$ cat config.mk
export PLATFORM = sky130hd
export DESIGN_NAME = wr_disc_ctrl
export DESIGN_NICKNAME = d
export VERILOG_FILES = /design/src/rtl/wdc_pkg.sv /design/src/rtl/wdc_burst_trk.sv /design/src/rtl/wdc_bound_det.sv /design/src/rtl/wr_disc_ctrl.sv
export SDC_FILE = /design/constraint.sdc
export NUM_CORES = 1
export LEC_CHECK = 0
export ABC_CLOCK_PERIOD_IN_PS = 4200
export BUFFER_PORTS_ARGS = -buffer_cell sky130_fd_sc_hd__buf_2
export CAP_MARGIN = 10
export CORE_MARGIN = 3
export CORE_UTILIZATION = 50
export CTS_CLUSTER_DIAMETER = 40
export DETAILED_ROUTE_END_ITERATION = 12
export PLACE_DENSITY = 0.86
export SYNTH_ARGS = -nofsm -noshare
export SYNTH_HDL_FRONTEND = slang
export SYNTH_SLANG_ARGS = --single-unit
$ cat constraint.sdc
create_clock -name clk_i -period 4.2 [get_ports clk_i]
set_input_delay 0.21 -clock clk_i [delete_from_list [all_inputs] [get_ports clk_i]]
set_output_delay 0.21 -clock clk_i [all_outputs]
set_load 0.02 [all_outputs]
$ cat src/rtl/wdc_pkg.sv
package wdc_pkg;
  typedef enum logic [1:0] {
    WK_DLY = 2'b00,
    WK_PMW = 2'b01,
    WK_MWI = 2'b10,
    WK_RSV = 2'b11
  } wr_kind_e;
endpackage

$ cat src/rtl/wdc_burst_trk.sv
module wdc_burst_trk
  import wdc_pkg::*;
#(
  parameter int ADDR_W = 30
) (
  input  logic              clk_i,
  input  logic              rst_ni,
  input  logic              start_i,
  input  logic [ADDR_W-1:0] start_addr_i,
  input  wr_kind_e          kind_i,
  input  logic              adv_i,
  input  logic              stop_i,
  output logic              active_o,
  output wr_kind_e          kind_o,
  output logic [ADDR_W-1:0] addr_o
);
  always_ff @(posedge clk_i or negedge rst_ni) begin
    if (!rst_ni) begin
      active_o <= 1'b0;
      kind_o   <= WK_DLY;
      addr_o   <= '0;
    end else if (start_i) begin
      active_o <= 1'b1;
      kind_o   <= kind_i;
      addr_o   <= start_addr_i;
    end else begin
      if (adv_i)  addr_o   <= addr_o + ADDR_W'(1);
      if (stop_i) active_o <= 1'b0;
    end
  end
endmodule

$ cat src/rtl/wdc_bound_det.sv
module wdc_bound_det #(
  parameter int PAGE_W  = 10,
  parameter int CLS_W   = 5,
  parameter int MAX_CLS = 16
) (
  input  logic [PAGE_W-1:0] addr_i,
  input  logic [CLS_W-1:0]  cls_i,
  output logic              line_end_o,
  output logic              page_end_o,
  output logic              cls_ok_o
);
  logic [CLS_W-1:0] cls_m1;

  assign cls_m1     = cls_i - CLS_W'(1);
  // size must be a power of two no larger than MAX_CLS
  assign cls_ok_o   = (cls_i != '0) && ((cls_i & cls_m1) == '0) && (cls_i <= CLS_W'(MAX_CLS));
  assign line_end_o = (addr_i[CLS_W-1:0] & cls_m1) == cls_m1;
  assign page_end_o = &addr_i;
endmodule

$ cat src/rtl/wr_disc_ctrl.sv
module wr_disc_ctrl
  import wdc_pkg::*;
#(
  parameter int ADDR_W  = 30,
  parameter int FREE_W  = 8,
  parameter int CLS_W   = 5,
  parameter int PAGE_W  = 10,
  parameter int MAX_CLS = 16
) (
  input  logic              clk_i,
  input  logic              rst_ni,
  input  logic              start_i,
  input  logic [ADDR_W-1:0] start_addr_i,
  input  logic [1:0]        kind_i,
  input  logic              data_i,
  input  logic [CLS_W-1:0]  cls_i,
  input  logic              disc_ctl_i,
  input  logic [FREE_W-1:0] free_dw_i,
  output logic              accept_o,
  output logic              disc_o,
  output logic              active_o,
  output logic [ADDR_W-1:0] cur_addr_o
);
  localparam int CMP_W = FREE_W + 1;

  wr_kind_e kind_q;
  logic     line_end, page_end, cls_ok;
  logic     phase, posted, short_room, bound_hit;

  wdc_burst_trk #(.ADDR_W(ADDR_W)) trk_i (
    .clk_i        (clk_i),
    .rst_ni       (rst_ni),
    .start_i      (start_i),
    .start_addr_i (start_addr_i),
    .kind_i       (wr_kind_e'(kind_i)),
    .adv_i        (accept_o),
    .stop_i       (disc_o),
    .active_o     (active_o),
    .kind_o       (kind_q),
    .addr_o       (cur_addr_o)
  );

  wdc_bound_det #(.PAGE_W(PAGE_W), .CLS_W(CLS_W), .MAX_CLS(MAX_CLS)) bnd_i (
    .addr_i     (cur_addr_o[PAGE_W-1:0]),
    .cls_i      (cls_i),
    .line_end_o (line_end),
    .page_end_o (page_end),
    .cls_ok_o   (cls_ok)
  );

  assign phase  = active_o && data_i && !start_i;
  assign posted = (kind_q == WK_PMW) || (kind_q == WK_MWI);
  // after this DWORD fewer than a full line of space remains
  assign short_room = CMP_W'(free_dw_i) <= CMP_W'(cls_i);

  assign bound_hit = page_end
                   || (line_end && cls_ok &&
                       (((kind_q == WK_PMW) && disc_ctl_i) ||
                        ((kind_q == WK_MWI) && short_room)));

  always_comb begin
    accept_o = 1'b0;
    disc_o   = 1'b0;
    if (phase) begin
      if (!posted) begin
        accept_o = 1'b1;
        disc_o   = 1'b1;
      end else if (free_dw_i == '0) begin
        disc_o   = 1'b1;
      end else begin
        accept_o = 1'b1;
        disc_o   = (free_dw_i == FREE_W'(1)) || bound_hit;
      end
    end
  end
endmodule

==> results.cfg, run 1 <==
[routing]
post-route-drc-count = 0
wl_um = 5760
ant_nets = 0
dr.pass1.iters = 4
drtIter0Drc = 141
wire_per_inst_um = 15.1
vias_per_cell = 5.65
vias = 2152

[clock_tree]
cts_tree = built
cts-resized-gates = 0
cts_buffer_depth = 2
cts_setup_buffers = 0
htreeDepth = 2
cts_buffers = 5
hold_buffers = 0
clk_latency_ns = 0.28
cts_root_buffer = clkbuf_8
cts.reportedPaths.clkPinSlew_ns = 0.07
clock_sinks = 33

[timing]
whs_ns = -0.0120
worst-slew-pin-transition_ns = 0.876
drv_slew = 0
timing.final.ws_setup_ns = 1.60
fin_crit_sh = 0.619
setup_violations = 0
finalHoldViolations = 33
min_period_ns = 2.60
fin_setup_tns_ns = 0
slew_headroom = 0.416
clock_skew_ns = 0.00263
rsz0062_at_grt = false
fmax_mhz = 385

[finish]
layout-drive-gt1-share = 0.287
area_delta_synth_final_pct = 21.9
fin_util = 0.654
antenna_cells = 0
nFillCells = 356
fin_nets = 394

[synth]
ys_ff_latch = 33
yosysWarnings = 0
synth-seq-area-share = 0.369
synth_flop_cell = dfrtp_1
syn_inst = 253
synth_area_leaders = dfrtp_1 (37%), ha_1 (7.8%), xor2_1 (7.8%), nand2_1 (5.9%), o21ai_0 (5.6%)
syn_nets = 317
yosysTopAreaCell = dfrtp_1
synthDominantCellAreaShare = 0.369
yosysUniqueCellTypes = 43
async_flop_share = 1.00
synth_edf_count = 0
avgSynthCellArea_um2 = 8.85
synth_area_um2 = 2240

[placement]
port_buffers = 82
dp_slack_ns = 1.93
hpwl_um = 4280
routabilityCongestion = 1.05

[pwr]
comb_power_share = 0.247
sw_frac_of_total = 0.330
powerDensity_nw_per_um2 = 318
power_leakage_nw = 1.31
p_clk_frac = 0.305
seqPwrFrac = 0.448
p_sw_w = 0.000287
internal_power_w = 0.000583
max-vdd-ir-drop_mv = 0.273
power_w = 0.000869

[worst_setup_path]
slowest_delay_ns = 0.45
cp-start-kind = flip-flop
timing.critical_path.slowest_stage_cell = dfrtp_1
cp.arrival_ns = 2.39
critPathCaptureType = output pin
crit_path_cell_trace = ha_1, and3_1, and3_1, a311oi_1, o21ai_0, and3_1, buf_2
critPathKind = reg2out
cpMostUsedCell = and3_1
required_ns = 3.99
cp_max_fo = 11

[global_routing]
grt-ovfl-total = 0
grt_max_degree = 59
grt_pass1_wl_um = 9480
antenna_found_initial = 0
grt_usage = 0.227
grt_pass1_vias = 2156

[floorplan]
die_w_um = 72.9
coreArea_um2 = 4170
die_h_um = 72.9
die_area_um2 = 5320
start_util = 0.537
row_count = 23
pin_count = 83

[job]
drv_cap = 0

[worst_hold_path]
min_path_type = in2async

[run_status]
status = finished, violations left
failed_checks = negative hold slack
[cells in the mapped netlist, types with 2 or more instances]
cell type	number
buf_6	3
o21ai_1	5
and2_1	3
ha_1	14
dfrtp_1	33
xnor2_1	3
o21ai_0	25
nor2b_1	2
or3_1	4
nand3_1	12
nand2_1	35
xor2_1	20
or4_1	2
o22ai_1	2
clkbuf_1	6
inv_1	14
a31oi_1	5
o211ai_1	2
and3_1	9
and4_1	6
nand4_1	14
mux2i_1	3
nor2_1	11
[metal layers]
| layer | global-route usage | vias to the layer above | wire, µm |
|---|---|---|---|
| met5 | 0 | - | 0 |
| met4 | 0.0615 | 0 | 58 |
| met3 | 0.0565 | 7 | 420 |
| met2 | 0.381 | 79 | 2740 |
| met1 | 0.290 | 1000 | 2540 |
| li1 | - | 1066 | - |
[flip-flops by register name (all words and copies together) (netlist names)]
register        count
trk_i.active_o      1
trk_i.addr_o       30
trk_i.kind_o        2
[power by group through the flow]
stage	clock network, W	logic (W)	registers (W)
after global routing	0.000278	0.000239	0.000396
after floorplan	0	0.0000981	0.000423
after CTS	0.000267	0.000217	0.000389
final	0.000265	0.000215	0.000389
after global placement	0	0.000209	0.000390
after detailed placement	0	0.000215	0.000394
[placed cells by master (no fill, tap or decap), types with 2 or more instances in the layout]
| cell | instances |
|---|---|
| nor2b_1 | 2 |
| mux2i_1 | 3 |
| nand3_1 | 12 |
| and4_1 | 6 |
| nor2_1 | 11 |
| or3_1 | 4 |
| ha_1 | 14 |
| o21ai_0 | 25 |
| buf_2 | 82 |
| or4_1 | 2 |
| and3_1 | 9 |
| inv_1 | 14 |
| xor2_1 | 20 |
| clkbuf_8 | 7 |
| o211ai_1 | 2 |
| o22ai_1 | 2 |
| o21ai_1 | 5 |
| dfrtp_1 | 33 |
| a31oi_1 | 5 |
| nand2_1 | 35 |
| nand4_1 | 14 |
| xnor2_1 | 3 |
| and2_1 | 3 |
[area by class of cell]
| class | instances | area, µm² | area share |
|---|---|---|---|
| Inverter | 14 | 52.6 | 0.0192 |
| Multi-Input combinational cell | 194 | 1280 | 0.468 |
| Sequential cell | 33 | 826 | 0.302 |
| Tap cell | 50 | 62.6 | 0.0229 |
| Clock buffer | 7 | 96.3 | 0.0353 |
| Timing Repair Buffer | 82 | 410 | 0.150 |
| Clock inverter | 1 | 5.00 | 0.00183 |
[final timing paths]
path | from | to | slack [ns] | cells after the start
max reg2reg | trk_i.addr_o[0] | trk_i.addr_o[26] | 1.96 | 6
min in group clk_i | start_addr_i[14] | trk_i.addr_o[14] | 0.13 | 3
max in group asynchronous | rst_ni | trk_i.addr_o[25] | 3.74 | 1
min | rst_ni | trk_i.addr_o[16] | -0.01 | 1
max | trk_i.addr_o[0] | disc_o | 1.60 | 7
min reg2reg | trk_i.active_o | trk_i.active_o | 0.56 | 2
[cell families (layout without fill, tap and decap cells)]
kind of cell / Yosys count / after routing / synth area share
AND/OR/NAND/NOR: 107 / 107 / 0.261
buffers and inverters: 26 / 104 / 0.0609
AO/OA/AOI/OAI: 47 / 47 / 0.127
XOR/XNOR: 23 / 23 / 0.0899
flip-flops: 33 / 33 / 0.369
multiplexers: 3 / 3 / 0.0134
adder cells (fa/ha/maj): 14 / 14 / 0.0782
[critical path, delay by kind of cell (launching register included)]
kind	cells	cell delay, ns
compound gates	2	0.52
fa+ha+maj	1	0.24
flops	1	0.45
buf+inv	1	0.15
simple gates	3	0.72
[metrics by stage]
step | instance area [µm²] | std cells | hold slack (ns)
3_5_place_dp | 2630 | 373 | 0.310
3_3_place_gp | 2630 | 373 | 0.309
2_1_floorplan | 2240 | 253 | -0.0856
6_report | 2730 | 381 | -0.0120
4_1_cts | 2730 | 381 | 0.00600
5_1_grt | 2730 | 381 | 0.0373
Note: power is estimated with default switching activity, not from simulation.
==> run 2, diff against run 1 <==
--- a/config.mk
+++ b/config.mk
@@ -5,14 +5,14 @@
 export SDC_FILE = /design/constraint.sdc
 export NUM_CORES = 1
 export LEC_CHECK = 0
-export ABC_CLOCK_PERIOD_IN_PS = 4200
+export ABC_CLOCK_PERIOD_IN_PS = 2300
 export BUFFER_PORTS_ARGS = -buffer_cell sky130_fd_sc_hd__buf_2
 export CAP_MARGIN = 10
 export CORE_MARGIN = 3
-export CORE_UTILIZATION = 50
+export CORE_UTILIZATION = 45
 export CTS_CLUSTER_DIAMETER = 40
 export DETAILED_ROUTE_END_ITERATION = 12
-export PLACE_DENSITY = 0.86
+export PLACE_DENSITY = 0.82
 export SYNTH_ARGS = -nofsm -noshare
 export SYNTH_HDL_FRONTEND = slang
 export SYNTH_SLANG_ARGS = --single-unit
==> constraint.sdc (replaced) <==
create_clock -name clk_i -period 2.3 [get_ports clk_i]
set_input_delay 0.115 -clock clk_i [delete_from_list [all_inputs] [get_ports clk_i]]
set_output_delay 0.115 -clock clk_i [all_outputs]
set_load 0.02 [all_outputs]
==> run 2 against run 1 <==
Effect of this change:
- the flow now finishes without violations
- via count grew 0.37%
- global-route usage is 2.7 points lower
- core utilization shrank 5.6 points
- setup slack lost 1.5 ns
- first-iteration DRC count fell by 54%
- clock power grew 110%
- combinational power increased by 93%
- routed wire length shrank 2.3%
- sequential power rose by 80%
- non-clock buffer count grew 9
- critical endpoint unchanged
- largest power group unchanged
==> results.cfg, run 2 (same netlist as run 1, synthesis figures left out) <==
[worst_setup_path]
crit_path_cell_trace = ha_1, and3_1, and3_2, a311oi_2, o21ai_0, and3_1, buf_2
critPathKind = reg2out
cp.arrival_ns = 2.04
cp-start-kind = flip-flop
required_ns = 2.18
slowest_delay_ns = 0.39
critPathTopFamily = simple AND/OR/NAND/NOR gates
crit_buf_inv = 1
critPathCaptureType = output pin
cpMostUsedCell = and3_1
cp_max_fo = 6
timing.critical_path.slowest_stage_cell = dfrtp_1

[finish]
layout-drive-gt1-share = 0.306
final_cells = 407
final_common_cell = buf_2
antenna_cells = 0
top_register = trk_i.addr_o
largest_reg_flops = 30
fin_nets = 403
reg_top3 = trk_i.addr_o: 30 flops, trk_i.kind_o: 2 flops, trk_i.active_o: 1 flops
area_delta_synth_final_pct = 27.0
final_cell_mix = buf_2 (82), nand2_1 (35), dfrtp_1 (33)

[placement]
hpwl_um = 4290
port_buffers = 82
routabilityCongestion = 0.845
placed_cells = 398

[timing]
worst-slew-pin-transition_ns = 0.737
fin_setup_tns_ns = 0
whs_ns = 0.0331
slew_headroom = 0.509
setup_violations = 0
fin_crit_sh = 0.936
fmax_mhz = 464
clock_skew_ns = 0.00586
drv_slew = 0
rsz0062_at_grt = false
finalHoldViolations = 0
min_period_ns = 2.15

[routing]
vias = 2160
post-route-drc-count = 0
wl_um = 5620
dr.pass1.iters = 4
vias_per_cell = 5.31
wire_per_inst_um = 13.8
drtIter0Drc = 65
ant_nets = 0

[floorplan]
die_w_um = 76.5
die_h_um = 76.5
row_count = 25
die_area_um2 = 5860
start_util = 0.471
pin_count = 83
coreArea_um2 = 4750

[worst_hold_path]
min_path_type = in2reg

[global_routing]
grt_pass1_vias = 2141
grt_usage = 0.199
antenna_found_initial = 0
grt-ovfl-total = 0
grt_max_degree = 36
grt_pass1_wl_um = 9670

[clock_tree]
cts.reportedPaths.clkPinSlew_ns = 0.07
clock_sinks = 33
cts_root_buffer = clkbuf_8
cts_buffers = 5
cts_buffer_depth = 2
htreeDepth = 2
clk_latency_ns = 0.28
cts_tree = built

[pwr]
power_leakage_nw = 1.36
power_w = 0.00168
powerDensity_nw_per_um2 = 589
max-vdd-ir-drop_mv = 0.486

[run_status]
status = completed

[job]
drv_cap = 0
run 2: report_power, final:
group / switching [W] / leakage (nW) / internal (W)
Clock: 0.000207 / 0.0585 / 0.000353
Combinational: 0.000247 / 0.910 / 0.000169
Sequential: 0.0000626 / 0.392 / 0.000637
Total: 0.000516 / 1.36 / 0.00116
run 2: path summary, 6_finish.rpt:
check	start	end	slack, ns	depth (start not counted)
max	trk_i.addr_o[0]	disc_o	0.15	7
min	start_addr_i[4]	trk_i.addr_o[4]	0.03	3
max reg2reg	trk_i.kind_o[0]	trk_i.addr_o[28]	0.27	6
min reg2reg	trk_i.addr_o[29]	trk_i.addr_o[29]	0.58	2
max in group asynchronous	rst_ni	trk_i.addr_o[25]	1.40	2
min in group asynchronous	rst_ni	trk_i.addr_o[12]	0.43	2
run 2: repair_timing:
| action | CTS | global route |
|---|---|---|
| pin swaps | 0 | 1 |
| hold buffers | 1 | 0 |
| endpoints found under the setup margin | 1 | 1 |
| setup buffers | 0 | 0 |
| hold endpoints to repair | 33 | 0 |
| gates resized for setup | 1 | 1 |
run 2: metrics by stage:
step,worst slack [ns],utilization,instance area (µm²)
after global routing,0.0184,0.598,2840
after CTS,0.0602,0.598,2840
after floorplan,0.250,-,2240
final,0.147,0.598,2840
after detailed placement,0.231,0.570,2710
after global placement,0.298,0.570,2710
run 2: layer usage:
| metal | GRT usage | vias to the layer above | routed length, µm | share of wire |
|---|---|---|---|---|
| met3 | 0.0508 | 6 | 385 | 0.068 |
| met4 | 0.0417 | 0 | 45 | 0.0080 |
| met2 | 0.342 | 70 | 2700 | 0.48 |
| met1 | 0.253 | 1005 | 2490 | 0.44 |
| li1 | - | 1079 | - | - |
| met5 | 0 | - | 0 | 0 |
run 2: area by class of cell:
class,count,area (µm²)
fill,458,1910
multi-input combinational,194,1280
sequential,33,826
timing repair buffer,91,480
clock buffer,7,86.3
tap,67,83.8
inverter,14,52.6
clock inverter,1,30.0
run 2: worst min-delay path, stage by stage:
cell	delay [ns]
buf_2	0.07
nand2_1	0.04
o21ai_0	0.05
